**config.mk**
```make
export PLATFORM = sky130hd
export DESIGN_NAME = mw_read_ctrl
export DESIGN_NICKNAME = d
export VERILOG_FILES = /design/src/rtl/mw_pkg.sv /design/src/rtl/mw_sclk_gen.sv /design/src/rtl/mw_frame_shift.sv /design/src/rtl/mw_read_seq.sv /design/src/rtl/mw_read_ctrl.sv
export SDC_FILE = /design/constraint.sdc
export NUM_CORES = 1
export LEC_CHECK = 0
export BUFFER_PORTS_ARGS = -buffer_cell sky130_fd_sc_hd__clkbuf_2
export CORE_MARGIN = 1
export CORE_UTILIZATION = 60
export CTS_CLUSTER_SIZE = 28
export DETAILED_ROUTE_END_ITERATION = 10
export PLACE_DENSITY_LB_ADDON = 0.3
export SKIP_LAST_GASP = 1
export SYNTH_ARGS = -nofsm -noshare
export SYNTH_HDL_FRONTEND = slang
export SYNTH_SLANG_ARGS = --single-unit
```
**constraint.sdc**
```tcl
create_clock -name clk -period 3.1 [get_ports clk]
set_clock_uncertainty 0.1 [all_clocks]
set_input_delay 0.62 -clock clk [delete_from_list [all_inputs] [get_ports clk]]
set_output_delay 0.62 -clock clk [all_outputs]
set_load 0.02 [all_outputs]
```
**src/rtl/mw_pkg.sv**
```systemverilog
// Package mw_pkg
// Shared types and frame constants for the shared-line serial EEPROM read
// controller. Assumes a read frame of start bit, two opcode bits and address.
package mw_pkg;

    // Controller phases
    typedef enum logic [1:0] {
        ST_IDLE = 2'd0,
        ST_XFER = 2'd1,
        ST_GAP  = 2'd2
    } mw_state_t;

    // Start bit followed by the read opcode, sent most significant first
    localparam int unsigned  MW_HDR_W = 3;
    localparam logic [2:0]   MW_RD_HDR = 3'b110;

endpackage

```
**src/rtl/mw_sclk_gen.sv**
```systemverilog
// Module mw_sclk_gen
// Divides the system clock into the serial clock while run is high.
// Each serial period is DIV cycles: low for DIV/2 cycles, then high.
// Emits one-cycle rise/fall event strobes in the cycle before sk changes.
// Assumes DIV >= 4; the phase counter restarts at zero whenever run is low.
module mw_sclk_gen #(
    parameter int unsigned DIV = 8
) (
    input  logic clk,
    input  logic rst_n,
    input  logic run,
    output logic sk,
    output logic rise_evt,
    output logic fall_evt
);
    localparam int unsigned HALF = DIV / 2;
    localparam int unsigned PH_W = (DIV > 1) ? $clog2(DIV) : 1;
    localparam logic [PH_W-1:0] PH_RISE = PH_W'(HALF - 1);
    localparam logic [PH_W-1:0] PH_LAST = PH_W'(DIV - 1);

    logic [PH_W-1:0] ph_q;

    // Event strobes decoded from the phase counter
    assign rise_evt = run && (ph_q == PH_RISE);
    assign fall_evt = run && (ph_q == PH_LAST);

    // Phase counter: wraps every DIV cycles, held at zero when stopped
    always_ff @(posedge clk) begin
        if (!rst_n || !run) begin
            ph_q <= '0;
        end else if (ph_q == PH_LAST) begin
            ph_q <= '0;
        end else begin
            ph_q <= ph_q + 1'b1;
        end
    end

    // Serial clock level register
    always_ff @(posedge clk) begin
        if (!rst_n || !run) begin
            sk <= 1'b0;
        end else if (rise_evt) begin
            sk <= 1'b1;
        end else if (fall_evt) begin
            sk <= 1'b0;
        end
    end

endmodule

```
**src/rtl/mw_frame_shift.sv**
```systemverilog
// Module mw_frame_shift
// Holds the outgoing header+address frame and the incoming data word.
// load captures the frame; shift_tx advances to the next outgoing bit;
// shift_rx appends rx_bit at the least significant end.
// Assumes the controller never asserts load together with a shift.
module mw_frame_shift
    import mw_pkg::*;
#(
    parameter int unsigned ADDR_W = 6,
    parameter int unsigned DATA_W = 16
) (
    input  logic              clk,
    input  logic              rst_n,
    input  logic              load,
    input  logic [ADDR_W-1:0] addr,
    input  logic              shift_tx,
    input  logic              shift_rx,
    input  logic              rx_bit,
    output logic              tx_bit,
    output logic [DATA_W-1:0] rx_word
);
    localparam int unsigned FRAME_W = MW_HDR_W + ADDR_W;

    logic [FRAME_W-1:0] tx_q;

    assign tx_bit = tx_q[FRAME_W-1];

    // Outgoing frame register, most significant bit on the line
    always_ff @(posedge clk) begin
        if (!rst_n) begin
            tx_q <= '0;
        end else if (load) begin
            tx_q <= {MW_RD_HDR, addr};
        end else if (shift_tx) begin
            tx_q <= {tx_q[FRAME_W-2:0], 1'b0};
        end
    end

    // Incoming word register, first sampled bit ends up most significant
    always_ff @(posedge clk) begin
        if (!rst_n) begin
            rx_word <= '0;
        end else if (shift_rx) begin
            rx_word <= {rx_word[DATA_W-2:0], rx_bit};
        end
    end

endmodule

```
**src/rtl/mw_read_seq.sv**
```systemverilog
// Module mw_read_seq
// Sequencer for one read frame: counts serial periods, owns chip select,
// the line buffer enable, the completion gap and the user handshake.
// Assumes rise_evt/fall_evt come from mw_sclk_gen running while run is high,
// and 1 <= HOLD_CYC < DIV/2 so the buffer is released inside the A0 period.
module mw_read_seq
    import mw_pkg::*;
#(
    parameter int unsigned DIV      = 8,
    parameter int unsigned HOLD_CYC = 2,
    parameter int unsigned ADDR_W   = 6,
    parameter int unsigned DATA_W   = 16
) (
    input  logic              clk,
    input  logic              rst_n,
    input  logic              start,
    input  logic              rise_evt,
    input  logic              fall_evt,
    input  logic [DATA_W-1:0] rx_word,
    output logic              run,
    output logic              load,
    output logic              shift_tx,
    output logic              shift_rx,
    output logic              cs,
    output logic              oe_n,
    output logic              busy,
    output logic              done,
    output logic [DATA_W-1:0] rdata
);
    localparam int unsigned FRAME_W = MW_HDR_W + ADDR_W;
    localparam int unsigned NBITS   = FRAME_W + 1 + DATA_W;
    localparam int unsigned BIT_W   = $clog2(NBITS);
    localparam int unsigned GAP_W   = (DIV > 1) ? $clog2(DIV) : 1;
    localparam int unsigned HOLD_W  = $clog2(HOLD_CYC + 1);

    localparam logic [BIT_W-1:0]  LAST_TX   = BIT_W'(FRAME_W - 1);
    localparam logic [BIT_W-1:0]  FIRST_RX  = BIT_W'(FRAME_W + 1);
    localparam logic [BIT_W-1:0]  LAST_BIT  = BIT_W'(NBITS - 1);
    localparam logic [GAP_W-1:0]  GAP_LAST  = GAP_W'(DIV - 1);
    localparam logic [HOLD_W-1:0] HOLD_INIT = HOLD_W'(HOLD_CYC);
    localparam logic [HOLD_W-1:0] HOLD_ONE  = HOLD_W'(1);

    mw_state_t         state_q;
    logic [BIT_W-1:0]  bit_q;
    logic [GAP_W-1:0]  gap_q;
    logic [HOLD_W-1:0] hold_q;
    logic              in_xfer;
    logic              in_gap;
    logic              gap_end;

    assign in_xfer  = (state_q == ST_XFER);
    assign in_gap   = (state_q == ST_GAP);
    assign gap_end  = in_gap && (gap_q == GAP_LAST);
    assign run      = in_xfer;
    assign load     = (state_q == ST_IDLE) && start;
    assign shift_tx = in_xfer && fall_evt && (bit_q != LAST_TX) && (bit_q < LAST_TX);
    assign shift_rx = in_xfer && rise_evt && (bit_q >= FIRST_RX);

    // Phase sequencing: idle -> transfer -> chip-select gap -> idle
    always_ff @(posedge clk) begin
        if (!rst_n) begin
            state_q <= ST_IDLE;
        end else begin
            case (state_q)
                ST_IDLE: if (start) state_q <= ST_XFER;
                ST_XFER: if (fall_evt && (bit_q == LAST_BIT)) state_q <= ST_GAP;
                ST_GAP:  if (gap_end) state_q <= ST_IDLE;
                default: state_q <= ST_IDLE;
            endcase
        end
    end

    // Serial period counter within the frame
    always_ff @(posedge clk) begin
        if (!rst_n || load) begin
            bit_q <= '0;
        end else if (in_xfer && fall_evt && (bit_q != LAST_BIT)) begin
            bit_q <= bit_q + 1'b1;
        end
    end

    // Chip select: high from acceptance to the end of the last serial period
    always_ff @(posedge clk) begin
        if (!rst_n) begin
            cs <= 1'b0;
        end else if (load) begin
            cs <= 1'b1;
        end else if (in_xfer && fall_evt && (bit_q == LAST_BIT)) begin
            cs <= 1'b0;
        end
    end

    // Hold window counter started by the rising edge that samples A0
    always_ff @(posedge clk) begin
        if (!rst_n || load) begin
            hold_q <= '0;
        end else if (in_xfer && rise_evt && (bit_q == LAST_TX)) begin
            hold_q <= HOLD_INIT;
        end else if (hold_q != '0) begin
            hold_q <= hold_q - 1'b1;
        end
    end

    // Line buffer enable: on with the frame, off when the hold window ends
    always_ff @(posedge clk) begin
        if (!rst_n) begin
            oe_n <= 1'b1;
        end else if (load) begin
            oe_n <= 1'b0;
        end else if ((hold_q == HOLD_ONE) || !cs) begin
            oe_n <= 1'b1;
        end
    end

    // Chip-select low gap counter
    always_ff @(posedge clk) begin
        if (!rst_n || !in_gap) begin
            gap_q <= '0;
        end else if (!gap_end) begin
            gap_q <= gap_q + 1'b1;
        end
    end

    // User handshake: busy level and one-cycle done pulse
    always_ff @(posedge clk) begin
        if (!rst_n) begin
            busy <= 1'b0;
            done <= 1'b0;
        end else begin
            done <= gap_end;
            if (load) begin
                busy <= 1'b1;
            end else if (gap_end) begin
                busy <= 1'b0;
            end
        end
    end

    // Result register, updated only at completion
    always_ff @(posedge clk) begin
        if (!rst_n) begin
            rdata <= '0;
        end else if (gap_end) begin
            rdata <= rx_word;
        end
    end

endmodule

```
**src/rtl/mw_read_ctrl.sv**
```systemverilog
// Module mw_read_ctrl (top)
// Master-side word read controller for a serial EEPROM whose data in and
// data out share one line. Generates chip select and serial clock, drives the
// read frame through an external buffer with active-low enable, releases the
// buffer HOLD_CYC cycles after the A0 rising edge, skips the dummy zero and
// captures DATA_W bits. Assumes DIV >= 4 and 1 <= HOLD_CYC < DIV/2.
module mw_read_ctrl #(
    parameter int unsigned DIV      = 8,
    parameter int unsigned HOLD_CYC = 2,
    parameter int unsigned ADDR_W   = 6,
    parameter int unsigned DATA_W   = 16
) (
    input  logic              clk,
    input  logic              rst_n,
    input  logic              start_i,
    input  logic [ADDR_W-1:0] addr_i,
    output logic              busy_o,
    output logic              done_o,
    output logic [DATA_W-1:0] rdata_o,
    output logic              cs_o,
    output logic              sk_o,
    output logic              dq_o,
    output logic              dq_oe_n_o,
    input  logic              dq_i
);
    logic              run;
    logic              rise_evt;
    logic              fall_evt;
    logic              load;
    logic              shift_tx;
    logic              shift_rx;
    logic              tx_bit;
    logic [DATA_W-1:0] rx_word;

    mw_sclk_gen #(
        .DIV(DIV)
    ) sclk_i (
        .clk     (clk),
        .rst_n   (rst_n),
        .run     (run),
        .sk      (sk_o),
        .rise_evt(rise_evt),
        .fall_evt(fall_evt)
    );

    mw_frame_shift #(
        .ADDR_W(ADDR_W),
        .DATA_W(DATA_W)
    ) shift_i (
        .clk     (clk),
        .rst_n   (rst_n),
        .load    (load),
        .addr    (addr_i),
        .shift_tx(shift_tx),
        .shift_rx(shift_rx),
        .rx_bit  (dq_i),
        .tx_bit  (tx_bit),
        .rx_word (rx_word)
    );

    mw_read_seq #(
        .DIV     (DIV),
        .HOLD_CYC(HOLD_CYC),
        .ADDR_W  (ADDR_W),
        .DATA_W  (DATA_W)
    ) seq_i (
        .clk     (clk),
        .rst_n   (rst_n),
        .start   (start_i),
        .rise_evt(rise_evt),
        .fall_evt(fall_evt),
        .rx_word (rx_word),
        .run     (run),
        .load    (load),
        .shift_tx(shift_tx),
        .shift_rx(shift_rx),
        .cs      (cs_o),
        .oe_n    (dq_oe_n_o),
        .busy    (busy_o),
        .done    (done_o),
        .rdata   (rdata_o)
    );

    // Data toward the buffer is forced low whenever the buffer is disabled
    assign dq_o = tx_bit & ~dq_oe_n_o;

endmodule

```
==> summary.md, run 1 <==
| Metric | Value |
|---|---|
| YS warnings | `0` |
| Layout area overhead | `16.09%` |
| Pwr/cell area | `600.3 nW/um^2` |
| Critical path required time | `3.26 ns` |
| Largest net degree at the start of global routing | `31` |
| DRC viols | `0` |
| N_diodes | `0` |
| Crit path time final | `2.060 ns` |
| Worst Hold Class | `flip-flop to flip-flop` |
| Area leader, netlist | `dfxtp_1` |
| H-tree levels | `3` |
| ANT nets after route | `0` |
| Slew Limit Fails | `0` |
| Share of power burned in the clock network | `49.8%` |
| Reg-to-Reg End | `shift_i.rx_word[14]` |
| Pre-CTS setup slack | `1.083 ns` |
| Area occupied by multi-input gates | `1152 sq um` |
| Setup TNS | `0 ns` |
| Initial antenna violation count | `0` |
| IO Pins | `32` |
| Clk buf depth | `2` |
| Hold Path Depth | `1` |
| Maximum vdd drop | `431.6 uV` |
| Dpl hpwl | `2.998 mm` |
| CTS buffer count | `9` |
| Core Region | `3971 sq um` |
| Final setup violation count | `0` |
| Total grt overflow | `0` |
| First-pass GRT wire length | `7.907 mm` |
| Gpl congestion | `0.8509` |
| Syn Std Cell Area | `2481 sq um` |
| Register area share after synthesis | `49.22%` |
| Top cells by area, synth | `dfxtp_1, nand2_1, mux2i_1` |
| Period utilisation layout | `66.44%` |
| Hold Buf Count CTS | `0` |
| GRT Overall Usage | `24.70%` |
| Via count | `1947` |
| Clk_lat worst skew | `0.34 ns` |
| Detailed Route Iter0 Violations | `79` |
| Final Hold Viols | `0` |
| Fin util | `72.53%` |
| Commonest non-fill, non-tap cells in the layout | `dfxtp_1, nand2_1, clkbuf_2, mux2i_1, a21boi_0` |
| Crit start category | `flip-flop` |
| CTS tree | `done` |
| Crit path to | `shift_i.rx_word[14]` |
| Final cell count without fillers | `350` |
| Max cap viols | `0` |
| Sw Pwr | `0.3529 mW` |
| Crit-path max FO | `16` |
| Setup ws final | `1.040 ns` |
| Die width | `66.31 um` |
| Crit path DAT | `2.22 ns` |
| Reg power frac | `46.7%` |
| Maximum clock frequency | `485.5 MHz` |
| Yosys reg bits | `61` |
| Setup bufs post-CTS | `0` |
| Placed cells | `334` |
| # fillers | `298` |
| Synth Net Count | `286` |
| Internal power | `1.376 mW` |
| Top_reg_cell synth | `dfxtp_1` |
| Setup crit end kind | `flip-flop` |
| Layout cells sized above 1 | `18.00%` |
| Cell variety after synth | `39` |
| RSZ-0062 raised after global routing | `no` |
| Hold WS | `0.3394 ns` |
| Crit path kind | `flip-flop to flip-flop` |
| Pre-antenna DRT Iters | `4` |
| Die Height | `66.31 um` |
| Slew margin rel. | `36.57%` |
| Post-synth EDFFs | `0` |
| Post-cts resize count | `0` |
| Die area | `4396 sq um` |
| Vias in the first global route | `1807` |
| Comb power frac | `3.5%` |
| Clock root buffer | `clkbuf_8` |
| R2r startpoint | `sclk_i.ph_q[0]` |
| Area occupied by registers | `1221 sq um` |
| Layout net count | `313` |
| Pleak | `1.095 nW` |
| Initial Util | `62.48%` |
| WL/cell | `13.10 um` |
| R2R depth | `5` |
| I/O Buffers | `31` |
| Final WL | `4.584 mm` |
| Post-Synthesis Cells | `268` |
| Post-synth ARST share | `0%` |
| Commonest non-fill, non-tap cell in the layout | `dfxtp_1` |
| Synth Area per Inst | `9.258 sq um` |
| Num rows | `23` |
| Setup crit start | `sclk_i.ph_q[0]` |
| Via density | `5.563` |
| Worst-path clk slew | `0.07 ns` |
| R2r setup slk | `1.04 ns` |
| Status | `finished, final reports clean` |
| CTS sink cnt | `61` |
| Slew of the pin with the lowest slew margin | `0.9484 ns` |
| Switching share of power | `20.41%` |
| Synth top area share | `49.22%` |
worst max-delay path: stages, from the launching register on:
cell and delay [ns]:
dfxtp_1 0.34, ha_1 0.18, ha_1 0.18, nand3b_1 0.14
nor3_4 0.76, mux2i_1 0.29
worst min path at each step:
stage                         from        endpoint  slack (ns)
finish              sclk_i.ph_q[0]  sclk_i.ph_q[0]        0.34
global route        sclk_i.ph_q[0]  sclk_i.ph_q[0]        0.35
detailed placement  sclk_i.ph_q[0]  sclk_i.ph_q[0]        0.32
global placement    sclk_i.ph_q[0]  sclk_i.ph_q[0]        0.31
floorplan           sclk_i.ph_q[0]  sclk_i.ph_q[0]        0.30
CTS                 sclk_i.ph_q[0]  sclk_i.ph_q[0]        0.34
cells in the mapped netlist, drive strengths merged (2+ instances only):
cell type / n
nor3: 3
or3: 4
dfxtp: 61
nor2b: 5
a31oi: 5
a21oi: 13
ha: 8
clkbuf: 11
nand3: 4
mux2i: 19
inv: 9
o311a: 2
nor3b: 2
and3b: 2
or4: 2
buf: 5
a21boi: 19
o21ai: 17
nor2: 7
nand3b: 4
nand2: 54
power groups by stage:
stage                     clock, mW  combinational, mW  sequential [mW]
after floorplan                   0             0.0401            0.825
after global placement            0             0.0588            0.825
after detailed placement          0             0.0602            0.825
after CTS                     0.878             0.0603            0.807
after global routing          0.910             0.0673            0.809
final                         0.862             0.0599            0.808
logic make-up (layout without fill, tap and decap cells):
kind of cell | count (synthesis) | after routing | share of synthesized area [%]
DFF | 61 | 61 | 49.22
xor gates and xnor gates | 1 | 1 | 0.3531
muxes | 19 | 19 | 7.665
and+or+nand+nor | 94 | 94 | 19.11
AOI/OAI and AO/OA | 60 | 60 | 15.28
adders and majority gates | 8 | 8 | 4.034
buffers and inverters | 25 | 57 | 4.337
cell type report:
cell class,count,area share [%]
Clock buffer,10,4.778
Clock inverter,6,3.823
Inverter,9,1.173
Multi-Input combinational cell,182,40.01
Sequential cell,61,42.40
Tap cell,50,2.172
Timing Repair Buffer,32,5.647
flip-flops by register name, indices dropped and copies added (netlist names):
register         flops
seq_i.rdata         16
shift_i.rx_word     16
shift_i.tx_q         9
seq_i.bit_q          5
sclk_i.ph_q          3
seq_i.gap_q          3
seq_i.hold_q         2
seq_i.state_q        2
sclk_i.sk            1
seq_i.busy           1
seq_i.cs             1
seq_i.done           1
seq_i.oe_n           1
metrics by stage:
| stage | cell area, sq um | power (mW) |
|---|---|---|
| floorplan | 2481 | 0.8646 |
| global placement | 2633 | 0.8836 |
| detailed placement | 2633 | 0.8848 |
| CTS | 2880 | 1.746 |
| global route | 2880 | 1.786 |
| finish | 2880 | 1.729 |
routing by layer:
| metal | global-route usage (%) | vias to the layer above | part of all wire, % |
|---|---|---|---|
| li1 | - | 980 | - |
| met1 | 28.40 | 909 | 47 |
| met2 | 39.67 | 52 | 45 |
| met3 | 11.03 | 6 | 6.3 |
| met4 | 10.11 | 0 | 1.4 |
| met5 | 0 | - | 0 |
(Power assumes the default switching activity.)
==> inputs of run 2 (changes only) <==
- CORE_UTILIZATION: 60 -> 56
- clock period: 3.1 -> 1.9 ns (I/O delays scaled with it)
==> run 2 against run 1 <==
Combinational power is 84% higher. Critical path depth is 1 higher. First-iteration DRC count is 32% higher. Highest routed layer unchanged. Routed wire length is 2.7% higher. Clock-buffer cell count is 3 higher.
==> summary.md, run 2 (synthesis results as in run 1) <==
| Metric | Value |
|---|---|
| Status | `finished, final reports clean` |
| Detailed Route Iter0 Violations | `104 (+32%)` |
| Slew of the pin with the lowest slew margin | `0.5553 ns (-0.3931 ns)` |
| Max cap viols | `0 (unchanged)` |
| Gpl congestion | `0.7755 (-8.9%)` |
| Clock root buffer | `clkbuf_8` |
| Worst-path clk slew | `0.06 ns (about the same)` |
| Initial Util | `60.29% (-2.2 points)` |
| Setup crit end kind | `flip-flop` |
| Layout area overhead | `19.36%` |
| Setup crit start | `sclk_i.ph_q[0]` |
| Critical path required time | `2.07 ns (-1.19 ns)` |
| R2r startpoint | `sclk_i.ph_q[0]` |
| Critical-path cell with the highest stage delay | `or4_1` |
| N_diodes | `0 (unchanged)` |
| CTS buffer count | `9 (unchanged)` |
| Maximum clock frequency | `558.1 MHz (+15%)` |
| Vias in the first global route | `1781 (-1.4%)` |
| Pleak | `1.145 nW (+4.6%)` |
| Crit path time final | `1.792 ns (-0.2679 ns)` |
| Largest net degree at the start of global routing | `36 (+16%)` |
| Via density | `5.449 (-2.0%)` |
| CP peak stage delay | `0.49 ns (-0.27 ns)` |
| Crit start category | `flip-flop` |
| Core Region | `4115 sq um (+3.6%)` |
| ANT nets after route | `0 (unchanged)` |
| Period utilisation layout | `94.30% (+28 points)` |
| Die Height | `68.56 um (+3.4%)` |
| Via count | `1978 (+1.6%)` |
| Hold WS | `0.1768 ns (-0.1626 ns)` |
| Largest regs | `seq_i.rdata (16), shift_i.rx_word (16), shift_i.tx_q (9)` |
| Final Hold Viols | `0 (unchanged)` |
| H-tree levels | `3 (unchanged)` |
| HP Start | `addr_i[0]` |
| Total grt overflow | `0 (unchanged)` |
| Crit path kind | `flip-flop to flip-flop` |
| Layout cells sized above 1 | `21.09% (+3.1 points)` |
| Slew Limit Fails | `0 (unchanged)` |
| Pwr/cell area | `872.4 nW/um^2 (+45%)` |
| First-pass GRT wire length | `7.672 mm (-3.0%)` |
| Crit-path max FO | `7 (-9)` |
| Final setup violation count | `0 (unchanged)` |
| RSZ-0062 raised after global routing | `no` |
| Num rows | `23 (unchanged)` |
| Clk_lat worst skew | `0.34 ns (about the same)` |
| Worst Hold Class | `primary input to flip-flop` |
| Commonest non-fill, non-tap cell in the layout | `dfxtp_1` |
| IO Pins | `32 (unchanged)` |
| Die width | `68.56 um (+3.4%)` |
| Commonest non-fill, non-tap cells in the layout | `dfxtp_1, nand2_1, clkbuf_2, mux2i_1, a21boi_0` |
| Maximum vdd drop | `687.6 uV (+59%)` |
| GRT Overall Usage | `22.75% (-1.9 points)` |
| Slew margin rel. | `62.98% (+26 points)` |
| Die area | `4700 sq um (+6.9%)` |
| WL/cell | `12.98 um (-0.93%)` |
| Layout net count | `326 (+4.2%)` |
| Dpl hpwl | `3.091 mm (+3.1%)` |
| Initial antenna violation count | `0 (unchanged)` |
| Pre-antenna DRT Iters | `4 (unchanged)` |
| CTS sink cnt | `61 (unchanged)` |
| DRC viols | `0 (unchanged)` |
| Final std cell area, no fill | `2962 sq um (+2.8%)` |
| Clk buf depth | `2 (unchanged)` |
| I/O Buffers | `31 (unchanged)` |
| CTS tree | `done` |
| Critical-path cell list | `ha_1 -> buf_4 -> ha_2 -> nand3b_1 -> or4_1 -> a21oi_1` |
| Area after DPL | `2728 sq um (+3.6%)` |
| Final WL | `4.710 mm (+2.7%)` |
| Crit path DAT | `1.96 ns (-0.26 ns)` |
## run 2: cell count changes in the layout (fill, tap and decap cells not counted), sizes merged
cell and change:
clkinv +1, bufinv -2, clkbuf +3, clkinvlp -2, nand3b +1, buf +12
## run 2: cell type report
cell class,count,area (sq um)
Fill cell,336,1154
Clock buffer,13,158.9
Timing Repair Buffer,44,277.8
Inverter,9,33.78
Tap cell,50,62.56
Sequential cell,61,1221
Multi-Input combinational cell,183,1164
Clock inverter,3,43.79
## run 2: worst paths after layout
check	to	slack [ns]	cells past startpoint
max reg2reg	seq_i.bit_q[2]	0.11	6
min reg2reg	sclk_i.ph_q[0]	0.33	1
min	shift_i.tx_q[0]	0.18	3
max	seq_i.bit_q[2]	0.11	6
## run 2: power breakdown
part / internal (mW) / leakage, nW / switching [mW]
sequential: 1.30 / 0.494 / 0.0124
clock: 0.678 / 0.104 / 0.481
combinational: 0.0471 / 0.547 / 0.0632
## run 2: repair_timing
| action | CTS | global route |
|---|---|---|
| gates cloned | 1 | 0 |
| hold buffers | 0 | 0 |
| pin swaps | 2 | 0 |
| buffers inserted | 1 | 0 |
| endpoints found under the setup margin | 17 | 11 |
| resized for setup | 0 | 2 |
## run 2: layer usage
| layer | wire (um) | track usage [%] |
|---|---|---|
| met1 | 2277 | 27.35 |
| met2 | 2047 | 35.42 |
| met3 | 218 | 5.592 |
| met4 | 165 | 16.15 |
| met5 | 0 | 0 |
## run 2: stage by stage
step	total power, mW	setup TNS [ns]	std cells	setup slack [ns]	util, %
5_1_grt	2.671	0	363	0.009404	71.97
4_1_cts	2.607	0	363	0.01547	71.88
2_1_floorplan	1.411	0	268	0.2176	-
3_5_place_dp	1.452	-1.184	345	-0.09531	66.28
3_3_place_gp	1.449	-0.4779	345	-0.03303	66.28
6_report	2.584	0	363	0.1083	71.97
## run 2: worst max-delay path, delay by kind of cell, from the launching register on
kind	cells	cell delay (ns)
buffers and inverters	1	0.11
adder cells (fa/ha/maj)	2	0.40
AND/OR/NAND/NOR	2	0.67
flip-flops	1	0.33
AO/OA/AOI/OAI	1	0.12
==> inputs of run 3 (changes only) <==
- CORE_UTILIZATION: 56 -> 50
==> run 3 against run 2 <==
Fmax grew 0.62%. Core utilization is 9.0 points lower. Sequential power barely moved. Flip-flop and latch count is the same. Die area up 12%. Final area grew 1.1%.
==> summary.md, run 3 (synthesis results as in run 1) <==
| Metric | Value |
|---|---|
| Status | `finished, final reports clean` |
| Clk buf depth | `2 (unchanged)` |
| Die Height | `72.45 um (+5.7%)` |
| Final setup violation count | `0 (unchanged)` |
| Pleak | `1.142 nW (-0.23%)` |
| WL/cell | `12.55 um (-3.3%)` |
| Fin util | `62.95% (-9.0 points)` |
| Clock root buffer | `clkbuf_8` |
| Setup crit end kind | `flip-flop` |
| Layout net count | `324 (-0.61%)` |
| Share of power burned in the clock network | `46.5% (+1.6 points)` |
| Pre-antenna DRT Iters | `5 (+1)` |
| Critical-path cell list | `ha_1 -> buf_4 -> ha_4 -> nand3b_1 -> buf_6 -> nor2_1 -> o311a_1` |
| Total power | `2.660 mW (+3.0%)` |
| Pwr/cell area | `888.9 nW/um^2 (+1.9%)` |
| First-pass GRT wire length | `7.728 mm (+0.73%)` |
| CTS sink cnt | `61 (unchanged)` |
| GRT Overall Usage | `19.72% (-3.0 points)` |
| I/O Buffers | `31 (unchanged)` |
| Crit. path cell count | `7 (+1)` |
| Hold WS | `0.1735 ns (-0.003326 ns)` |
| Core Region | `4755 sq um (+16%)` |
| Commonest non-fill, non-tap cell in the layout | `dfxtp_1` |
| Clk_lat worst skew | `0.34 ns (about the same)` |
| Via density | `5.148 (-5.5%)` |
| Hold Path Depth | `3 (unchanged)` |
| Hold Buf Count CTS | `0 (unchanged)` |
| Final Hold Viols | `0 (unchanged)` |
| CP top delay family | `adder cells` |
| Detailed Route Iter0 Violations | `141 (+36%)` |
| Slew Limit Fails | `0 (unchanged)` |
| Slew of the pin with the lowest slew margin | `0.4832 ns (-0.07208 ns)` |
| Slew margin rel. | `67.49% (+4.5 points)` |
| RSZ-0062 raised after global routing | `no` |
| Initial Util | `52.18% (-8.1 points)` |
| Worst Hold Class | `primary input to flip-flop` |
| Critical path required time | `2.03 ns (-0.04 ns)` |
| Initial antenna violation count | `0 (unchanged)` |
| Maximum clock frequency | `561.6 MHz (+0.62%)` |
| Layout area overhead | `20.63%` |
| Bufs and invs on worst path | `2 (+1)` |
| Area occupied by multi-input gates | `1166 sq um (+0.21%)` |
| IO Pins | `32 (unchanged)` |
| Num rows | `25 (+8.7%)` |
| CTS tree | `done` |
| Sw Pwr | `0.5815 mW (+4.5%)` |
| Crit path time final | `1.781 ns (-0.01111 ns)` |
| Crit path kind | `flip-flop to flip-flop` |
| Crit start category | `flip-flop` |
| Gpl congestion | `0.8360 (+7.8%)` |
| Dpl hpwl | `3.126 mm (+1.1%)` |
| R2R depth | `7 (+1)` |
| Largest net degree at the start of global routing | `43 (+19%)` |
| Worst-path clk slew | `0.07 ns (about the same)` |
| Crit path DAT | `1.91 ns (-0.05 ns)` |
| H-tree levels | `3 (unchanged)` |
| Comb power frac | `4.1% (-0.2 points)` |
| Maximum vdd drop | `471.3 uV (-31%)` |
| CTS buffer count | `9 (unchanged)` |
| Die width | `72.45 um (+5.7%)` |
| Reg power frac | `49.4% (-1.5 points)` |
| Switching share of power | `21.86% (+0.32 points)` |
| N_diodes | `0 (unchanged)` |
| CP peak stage delay | `0.34 ns (-0.15 ns)` |
| DRC viols | `0 (unchanged)` |
| Period utilisation layout | `93.71% (-0.58 points)` |
| # fillers | `423 (+26%)` |
| Via count | `1946 (-1.6%)` |
| Final WL | `4.743 mm (+0.70%)` |
| Largest regs | `seq_i.rdata (16), shift_i.rx_word (16), shift_i.tx_q (9)` |
| Layout cells sized above 1 | `21.54% (+0.46 points)` |
| ANT nets after route | `0 (unchanged)` |
| Internal power | `2.079 mW (+2.5%)` |
| Vias in the first global route | `1680 (-5.7%)` |
| Area occupied by registers | `1221 sq um (unchanged)` |
| Critical-path cell with the highest stage delay | `o311a_1` |
| Die area | `5248 sq um (+12%)` |
| Commonest non-fill, non-tap cells in the layout | `dfxtp_1, nand2_1, clkbuf_2, mux2i_1, a21boi_0` |
| Total grt overflow | `0 (unchanged)` |
| Crit-path max FO | `14 (+7)` |
| Max cap viols | `0 (unchanged)` |
==> run 3: cell count changes in the layout (fill, tap and decap cells not counted), moves of 2 or more <==
cell        previous run  this run
clkinv_2               1         3
buf_4                 11         9
clkinvlp_4             0         2
clkbuf_8              11         9
clkbuf_1               2         0
==> run 3: power groups by stage <==
stage               sequential (mW)  clock [mW]  combinational (mW)
CTS                            1.31        1.28               0.110
global placement               1.34           0               0.108
finish                         1.31        1.24               0.109
detailed placement             1.34           0               0.109
global route                   1.32        1.33               0.124
floorplan                      1.35           0              0.0654
==> run 3: worst min-delay path: stages <==
cell	delay (ns)
clkbuf_2	0.09
nand2_1	0.04
a21boi_0	0.06
==> run 3: final timing paths <==
kind,startpoint,slack [ns],to
worst max register to register,sclk_i.ph_q[0],0.12,shift_i.tx_q[7]
worst max-delay path,sclk_i.ph_q[0],0.12,shift_i.tx_q[7]
worst min-delay path,addr_i[0],0.17,shift_i.tx_q[0]
worst min register to register,sclk_i.ph_q[0],0.35,sclk_i.ph_q[0]
==> run 3: final cells by class <==
cell class                 instances  area share [%]
sequential                        61           40.80
multi-input combinational        182           38.96
timing repair buffer              43           9.156
clock buffer                       9           4.139
clock inverter                     7           3.010
tap                               67           2.801
inverter                           9           1.129
==> run 3: layer usage <==
metal | global-route usage (%) | wire (um) | vias up | share of wire (%)
met5 | 0 | 0 | - | 0
met1 | 25.22 | 2197 | 875 | 46
li1 | - | - | 1009 | -
met4 | 9.150 | 94 | 0 | 2.0
met3 | 8.333 | 321 | 9 | 6.8
met2 | 28.76 | 2130 | 53 | 45
==> run 3: what timing repair did <==
action | in CTS | in global routing
pin swaps | 1 | 1
endpoints found under the hold margin | 0 | 0
setup buffers | 1 | 0
endpoints found under the setup margin | 18 | 9
gates resized for setup | 1 | 3
==> run 3: through the flow <==
step           cells  worst slack, ns  setup TNS, ns  cell area [sq um]
3_5_place_dp     361          -0.1503         -1.981               2741
4_1_cts          378          0.03215              0               2978
6_report         378           0.1194              0               2993
5_1_grt          378          0.02219              0               2993
3_3_place_gp     361         -0.06044        -0.9130               2741
2_1_floorplan    268           0.2176              0               2481
